$ cat src/rtl/rpmove_pkg.sv
package rpmove_pkg;
   typedef enum logic {
      TGT_PRED = 1'b0,
      TGT_FLAG = 1'b1
   } tgt_mode_e;

   localparam int DEF_INSN_W    = 64;
   localparam int DEF_SRC_W     = 32;
   localparam int DEF_LANE_W    = 8;
   localparam int DEF_NUM_PRED  = 7;
   localparam int DEF_NUM_FLAG  = 4;
   localparam int DEF_IDX_LO    = 8;
   localparam int DEF_IDX_W     = 8;
   localparam int DEF_MODE_POS  = 40;
   localparam int DEF_LSEL_LO   = 41;
endpackage

$ cat src/rtl/rpmove_decode.sv
module rpmove_decode
   import rpmove_pkg::*;
#(
   parameter int INSN_W   = DEF_INSN_W,
   parameter int IDX_LO   = DEF_IDX_LO,
   parameter int IDX_W    = DEF_IDX_W,
   parameter int MODE_POS = DEF_MODE_POS,
   parameter int LSEL_LO  = DEF_LSEL_LO,
   parameter int LSEL_W   = 2
) (
   input  logic [INSN_W-1:0] instr,
   output logic [IDX_W-1:0]  idx,
   output tgt_mode_e         mode,
   output logic [LSEL_W-1:0] lsel
);
   generate
      if (IDX_LO + IDX_W > INSN_W) begin : g_bad_idx
         $error("register index field lies outside the instruction word");
      end
      if (LSEL_LO + LSEL_W > INSN_W) begin : g_bad_lsel
         $error("lane selector field lies outside the instruction word");
      end
      if (MODE_POS >= INSN_W) begin : g_bad_mode
         $error("mode bit lies outside the instruction word");
      end
   endgenerate

   always_comb begin
      idx  = instr[IDX_LO +: IDX_W];
      mode = tgt_mode_e'(instr[MODE_POS]);
      lsel = instr[LSEL_LO +: LSEL_W];
   end
endmodule

$ cat src/rtl/rpmove_lane_sel.sv
module rpmove_lane_sel #(
   parameter int SRC_W  = 32,
   parameter int LANE_W = 8,
   localparam int NUM_LANES = SRC_W / LANE_W,
   localparam int LSEL_W    = (NUM_LANES > 1) ? $clog2(NUM_LANES) : 1
) (
   input  logic [SRC_W-1:0]  src,
   input  logic [LSEL_W-1:0] lsel,
   output logic [LANE_W-1:0] lane
);
   logic [LANE_W-1:0] lanes [NUM_LANES];

   generate
      if (SRC_W % LANE_W != 0) begin : g_bad_split
         $error("source width must be a whole number of lanes");
      end
      for (genvar g = 0; g < NUM_LANES; g++) begin : g_lane
         assign lanes[g] = src[g*LANE_W +: LANE_W];
      end
      if ((1 << LSEL_W) == NUM_LANES) begin : g_full
         assign lane = lanes[lsel];
      end else begin : g_partial
         always_comb begin
            lane = '0;
            for (int k = 0; k < NUM_LANES; k++) begin
               if (lsel == LSEL_W'(k)) lane = lanes[k];
            end
         end
      end
   endgenerate
endmodule

$ cat src/rtl/rpmove_bank.sv
module rpmove_bank #(
   parameter int NBITS = 7
) (
   input  logic             clk,
   input  logic             rst,
   input  logic             wr_en,
   input  logic [NBITS-1:0] wmask,
   input  logic [NBITS-1:0] din,
   output logic [NBITS-1:0] q
);
   generate
      if (NBITS < 1) begin : g_bad_n
         $error("bank needs at least one bit");
      end
      for (genvar g = 0; g < NBITS; g++) begin : g_bit
         always_ff @(posedge clk) begin
            if (rst)                      q[g] <= 1'b0;
            else if (wr_en && wmask[g])   q[g] <= din[g];
         end

         // a masked-off bit holds across an issued update
         a_r6_mask_keep: assert property (@(posedge clk) disable iff (rst)
            (wr_en && !wmask[g]) |=> (q[g] == $past(q[g])));

         // an enabled bit takes the selected data bit
         a_r3_bit_take: assert property (@(posedge clk) disable iff (rst)
            (wr_en && wmask[g]) |=> (q[g] == $past(din[g])));
      end
   endgenerate

   // no write enable, no change
   a_r2_idle_hold: assert property (@(posedge clk) disable iff (rst)
      !wr_en |=> $stable(q));

   // reset leaves the bank cleared
   a_r1_reset_clear: assert property (@(posedge clk)
      rst |=> (q == '0));
endmodule

$ cat src/rtl/rpmove_unit.sv
module rpmove_unit
   import rpmove_pkg::*;
#(
   parameter int INSN_W   = DEF_INSN_W,
   parameter int SRC_W    = DEF_SRC_W,
   parameter int LANE_W   = DEF_LANE_W,
   parameter int NUM_PRED = DEF_NUM_PRED,
   parameter int NUM_FLAG = DEF_NUM_FLAG,
   parameter int IDX_LO   = DEF_IDX_LO,
   parameter int IDX_W    = DEF_IDX_W,
   parameter int MODE_POS = DEF_MODE_POS,
   parameter int LSEL_LO  = DEF_LSEL_LO,
   localparam int NUM_LANES = SRC_W / LANE_W,
   localparam int LSEL_W    = (NUM_LANES > 1) ? $clog2(NUM_LANES) : 1
) (
   input  logic                clk,
   input  logic                rst,
   input  logic                issue,
   input  logic [INSN_W-1:0]   instr,
   input  logic [SRC_W-1:0]    src_val,
   input  logic [SRC_W-1:0]    mask_val,
   output logic [IDX_W-1:0]    src_idx,
   output logic [NUM_PRED-1:0] pred_q,
   output logic [NUM_FLAG-1:0] flag_q
);
   generate
      if (NUM_PRED > LANE_W) begin : g_bad_pred
         $error("more predicates than bits in a lane");
      end
      if (NUM_FLAG > LANE_W) begin : g_bad_flag
         $error("more flags than bits in a lane");
      end
   endgenerate

   tgt_mode_e         mode;
   logic [LSEL_W-1:0] lsel;
   logic [LANE_W-1:0] lane;
   logic              pred_wr;
   logic              flag_wr;

   rpmove_decode #(
      .INSN_W  (INSN_W),
      .IDX_LO  (IDX_LO),
      .IDX_W   (IDX_W),
      .MODE_POS(MODE_POS),
      .LSEL_LO (LSEL_LO),
      .LSEL_W  (LSEL_W)
   ) u_dec (
      .instr(instr),
      .idx  (src_idx),
      .mode (mode),
      .lsel (lsel)
   );

   rpmove_lane_sel #(
      .SRC_W (SRC_W),
      .LANE_W(LANE_W)
   ) u_lane (
      .src (src_val),
      .lsel(lsel),
      .lane(lane)
   );

   assign pred_wr = issue && (mode == TGT_PRED);
   assign flag_wr = issue && (mode == TGT_FLAG);

   rpmove_bank #(.NBITS(NUM_PRED)) u_pred (
      .clk  (clk),
      .rst  (rst),
      .wr_en(pred_wr),
      .wmask(mask_val[NUM_PRED-1:0]),
      .din  (lane[NUM_PRED-1:0]),
      .q    (pred_q)
   );

   // flag index order: 0 = Z, 1 = S, 2 = C, 3 = O
   rpmove_bank #(.NBITS(NUM_FLAG)) u_flag (
      .clk  (clk),
      .rst  (rst),
      .wr_en(flag_wr),
      .wmask(mask_val[NUM_FLAG-1:0]),
      .din  (lane[NUM_FLAG-1:0]),
      .q    (flag_q)
   );

   // a flag-mode issue leaves predicates untouched
   a_r8_pred_untouched: assert property (@(posedge clk) disable iff (rst)
      (issue && instr[MODE_POS]) |=> $stable(pred_q));

   // a predicate-mode issue leaves flags untouched
   a_r8_flag_untouched: assert property (@(posedge clk) disable iff (rst)
      (issue && !instr[MODE_POS]) |=> $stable(flag_q));

   // no issue, no state change anywhere
   a_r2_no_issue: assert property (@(posedge clk) disable iff (rst)
      !issue |=> ($stable(pred_q) && $stable(flag_q)));

   // index output tracks the instruction field
   always_comb begin
      a_r9_idx_field: assert (src_idx == instr[IDX_LO +: IDX_W]);
   end
endmodule

$ cat config.mk
export PLATFORM = sky130hd
export DESIGN_NAME = rpmove_unit
export DESIGN_NICKNAME = d
export VERILOG_FILES = /design/src/rtl/rpmove_pkg.sv /design/src/rtl/rpmove_decode.sv /design/src/rtl/rpmove_lane_sel.sv /design/src/rtl/rpmove_bank.sv /design/src/rtl/rpmove_unit.sv
export SDC_FILE = /design/constraint.sdc
export NUM_CORES = 1
export LEC_CHECK = 0
export BUFFER_PORTS_ARGS = -buffer_cell sky130_fd_sc_hd__buf_2
export CAP_MARGIN = 20
export CORE_MARGIN = 8
export CORE_UTILIZATION = 24
export DETAILED_ROUTE_END_ITERATION = 7
export GPL_TIMING_DRIVEN = 0
export PLACE_DENSITY = 0.84
export SLEW_MARGIN = 20
export SYNTH_ARGS = -nofsm -noshare
export SYNTH_HDL_FRONTEND = slang
export SYNTH_SLANG_ARGS = --single-unit
$ cat constraint.sdc
create_clock -name clk -period 0.95 [get_ports clk]
set_input_delay 0 -clock clk [delete_from_list [all_inputs] [get_ports clk]]
set_output_delay 0 -clock clk [all_outputs]
set_load 0.01 [all_outputs]
After elaboration in Yosys (flattened, before gate mapping) --
Cells that the tools add are included. W data, S select, Z words.
Word-level totals: output and inout port bits 19, flip-flop bits (word level) 11, bits of input ports 131
Operators by class: reductions and logical operators 13, bitwise operators 2, multiplexer cells 3, order comparisons 1
Operators with widths (count):
- $bmux W8 S2 | 1
- $mux W7 | 2
- $logic_and A1 B1 Y1 | 13
- $ge A3 B3 Y1 const B | 1
- $not A2 Y3 | 1
- $not A1 Y1 | 1

Logic depth before layout (Yosys ltp) --
depth in word-level cells 4, mapped depth 3, gate-level depth less buffers 2

Modules after synthesis --
Synthesis repeated with hierarchy kept, for this count alone.
Unflattened totals: cells, all modules 69, area, all modules 762.0 um^2
Modules (own cells, without submodules):
- rpmove_bank at u_pred | instances 1, cells an instance 29, area each 291.5 um^2, seq. area each 140.1 um^2
- rpmove_lane_sel | instances 1, cells an instance 10, area each 196.4 um^2, seq. area each 0.0 um^2
- rpmove_bank at u_flag | instances 1, cells an instance 17, area each 175.2 um^2, seq. area each 80.1 um^2
- rpmove_decode | instances 1, cells an instance 11, area each 82.6 um^2, seq. area each 0.0 um^2
- rpmove_unit | instances 1, cells an instance 2, area each 16.3 um^2, seq. area each 0.0 um^2

Worst setup path after synthesis --
Ideal clock, no wire load.
path type input-to-reg, start input port instr[41], end register u_flag.q[0], stages on the path 3, data required time 833 ps, arrival 821 ps, library setup time 117 ps, setup slack 12 ps, buffers on the path 1, cell sequence buf_6 mux4_2 a22o_1
On the way: longest elaborated chain between the ends 4
Ends and longest elaborated chain:
- start, declared | line rpmove_unit.sv:19 | input logic [INSN_W-1:0] instr,
- $not A2 Y3 (not written as such) | line rpmove_lane_sel.sv:21 | assign lane = lanes[lsel];
- $bmux W8 S2 | line rpmove_lane_sel.sv:21
- $mux W7 (not written as such) (2 in a row) | line rpmove_lane_sel.sv:21
- end signal, assigned by index | line rpmove_bank.sv:18 | else if (wr_en && wmask[g]) q[g] <= din[g];
- end, declared | line rpmove_bank.sv:9 | output logic [NBITS-1:0] q
Every way passes these cells. The select of a mux whose other input is x is not followed. A chain may end at the register's enable or synchronous reset.

Worst setup path after layout --
start input port instr[42], end register u_flag.q[2]
Same word-level chain as after synthesis.

==> flow_metrics.tcl <==
set metrics [dict create \
    status "finished clean" \
    placedCellCount 181 \
    cts.clk_slew.worst_paths_ns 0.07 \
    ant_nets 0 \
    dpl_worst_slack_ns -0.105 \
    grt_usage 0.0964 \
    fin_tns_setup_ns 0 \
    die_x_um 74.6 \
    grt_pass1_vias 937 \
    drcViolationCount 0 \
    grt_overflow 0 \
    maxSlewHeadroom 0.710 \
    grt_max_degree 11 \
    synth_area_leader_cell "dfxtp_1" \
    startpoint "instr[42]" \
    ios 150 \
    maxSlewViolCount 0 \
    coreArea_um2 3310 \
    min_from "mask_val[4]" \
    syn_inst 78 \
    fin_crit_sh 0.828 \
    fmax_mhz 1270 \
    drt_iter0_drc 15 \
    routabilityCongestion 0.733 \
    min_period_ns 0.787 \
    postCtsSetupRepairBufs 0 \
    cp_max_fo 7 \
    end_kind "flip-flop" \
    synth_area_um2 823 \
    dp_hpwl_mm 2.36 \
    layout.nets 271 \
    finClkSkew_ns 0 \
    wl_per_cell_um 14.9 \
    clk_latency_ns 0.26 \
    yosys_warnings 0 \
    critPathSlowestCell "mux4_2" \
    grt_antenna_before_repair 0 \
    critPathBufInv 1 \
    die_h_um 74.6 \
    powerDensity_nw_per_um2 966 \
    holdWs_ns 0.0569 \
    syn_avg_cell_area_um2 10.6 \
    clock_path_buffers 2 \
    ys_ff_latch 11 \
    hold_violations 0 \
    final-instance-count-excl-fill 185 \
    cts_sinks 11 \
    synth_edf_count 0 \
    worst_pin_slew_ns 0.435 \
    max_cap_violations 0 \
    cts_tree "done" \
    cts_hold_buf 0 \
    vias 849 \
    syn-num-nets 209 \
    ys_top_cells_by_area "dfxtp_1 (27%), mux4_2 (19%), a22o_1 (12%)" \
    finalSetupViolCount 0 \
    dieArea_um2 5560 \
    row_count 21 \
    startpoint_type "primary input" \
    yosys-top-cells-count "a22o_1 (11), dfxtp_1 (11), nor2b_1 (11), buf_4 (8)" \
    rsz0062_at_grt "no" \
    area.growth.synth_to_final_pct 44.8 \
    ys_seq_area_frac 0.267 \
    synth_cell_types 11 \
    clk_root_buffer_cell "clkbuf_4" \
    r2r-start "u_flag.q[0]" \
    ir_drop_v 0.000384 \
    wl_mm 2.76 \
    netlist.area_leader.share 0.267 \
    dr.pass1.iters 4 \
    start_util 0.249 \
    cts_resized 0 \
    vias_per_cell 4.59 \
    grt_pass1_wl_mm 4.03 \
    crit_arrival_ns 0.94 \
    path_class "primary input to flip-flop" \
    antenna_cells 0 \
    cellLeakagePower_nw 0.566 \
    cp_data_required_time_ns 1.10 \
    worstPathCellList "clkbuf_1 -> mux4_2 -> a22o_1" \
    cts_max_level 1 \
    hold_path.class "primary input to flip-flop" \
    drive_gt1_frac 0.547 \
    final.setup.worst_slack_ns 0.163 \
    synth_flop_cell "dfxtp_1" \
    async_flop_share 0 \
    path_delay_family "multiplexers" \
    finalPower_mw 1.15 \
    numPortBuffers 57 \
    cp_slowest_stage_delay_ns 0.39 \
    cts_made_buffers 3 \
]
## report_power, final
group | switching (mW) | leakage [nW] | internal [mW] | total (mW)
combinational | 0.145 | 0.461 | 0.200 | 0.345
clock | 0.158 | 0.0150 | 0.162 | 0.320
sequential | 0.00789 | 0.0894 | 0.479 | 0.487
total | 0.311 | 0.566 | 0.842 | 1.15
## per-layer routing
metal  share of wire  track usage  vias up
met4          0.0043       0.0261        0
met1            0.46        0.121      375
met2            0.40        0.135       55
met5               0            0        -
met3            0.14       0.0566        2
li1                -            -      417
## flip-flops by register name, indices dropped and copies added, names as in the netlist
signal    cells
u_flag.q      4
u_pred.q      7
## path summary, 6_finish.rpt
path | to | slack (ns) | depth (start not counted)
setup / recovery | u_flag.q[2] | 0.16 | 3
hold / removal | u_pred.q[4] | 0.06 | 3
setup reg to reg | u_flag.q[0] | 0.16 | 2
hold reg to reg | u_pred.q[0] | 0.62 | 2
## worst reg2reg max path, stage by stage (launching register included)
cell     delay [ns]
dfxtp_1        0.32
nor2b_1        0.12
a22o_1         0.24
## layout make-up
| type | count | area [µm²] |
|---|---|---|
| Tap cell | 46 | 57.6 |
| Fill cell | 357 | 2120 |
| Sequential cell | 11 | 220 |
| Multi-Input combinational cell | 51 | 505 |
| Timing Repair Buffer | 57 | 285 |
| Buffer | 16 | 97.6 |
| Clock buffer | 4 | 26.3 |
## through the flow
step | instance area [µm²] | utilization
final | 1190 | 0.360
after global routing | 1190 | 0.360
after CTS | 1190 | 0.360
after floorplan | 823 | -
after global placement | 1170 | 0.352
after detailed placement | 1170 | 0.352
## cell usage in the layout (no fill, tap or decap), types with 7 or more instances in the layout
cell / n
buf_4: 8
nor2b_1: 11
nor4bb_1: 7
a22o_1: 11
mux4_2: 7
dfxtp_1: 11
nand3b_1: 7
buf_2: 57
clkbuf_1: 8
## cells by family after synthesis
logic type,synth area share
buffers and inverters,0.119
flip-flops,0.267
AND/OR/NAND/NOR,0.305
AO/OA/AOI/OAI,0.117
multiplexers,0.191
No activity file was read; power rests on OpenSTA's default activity.
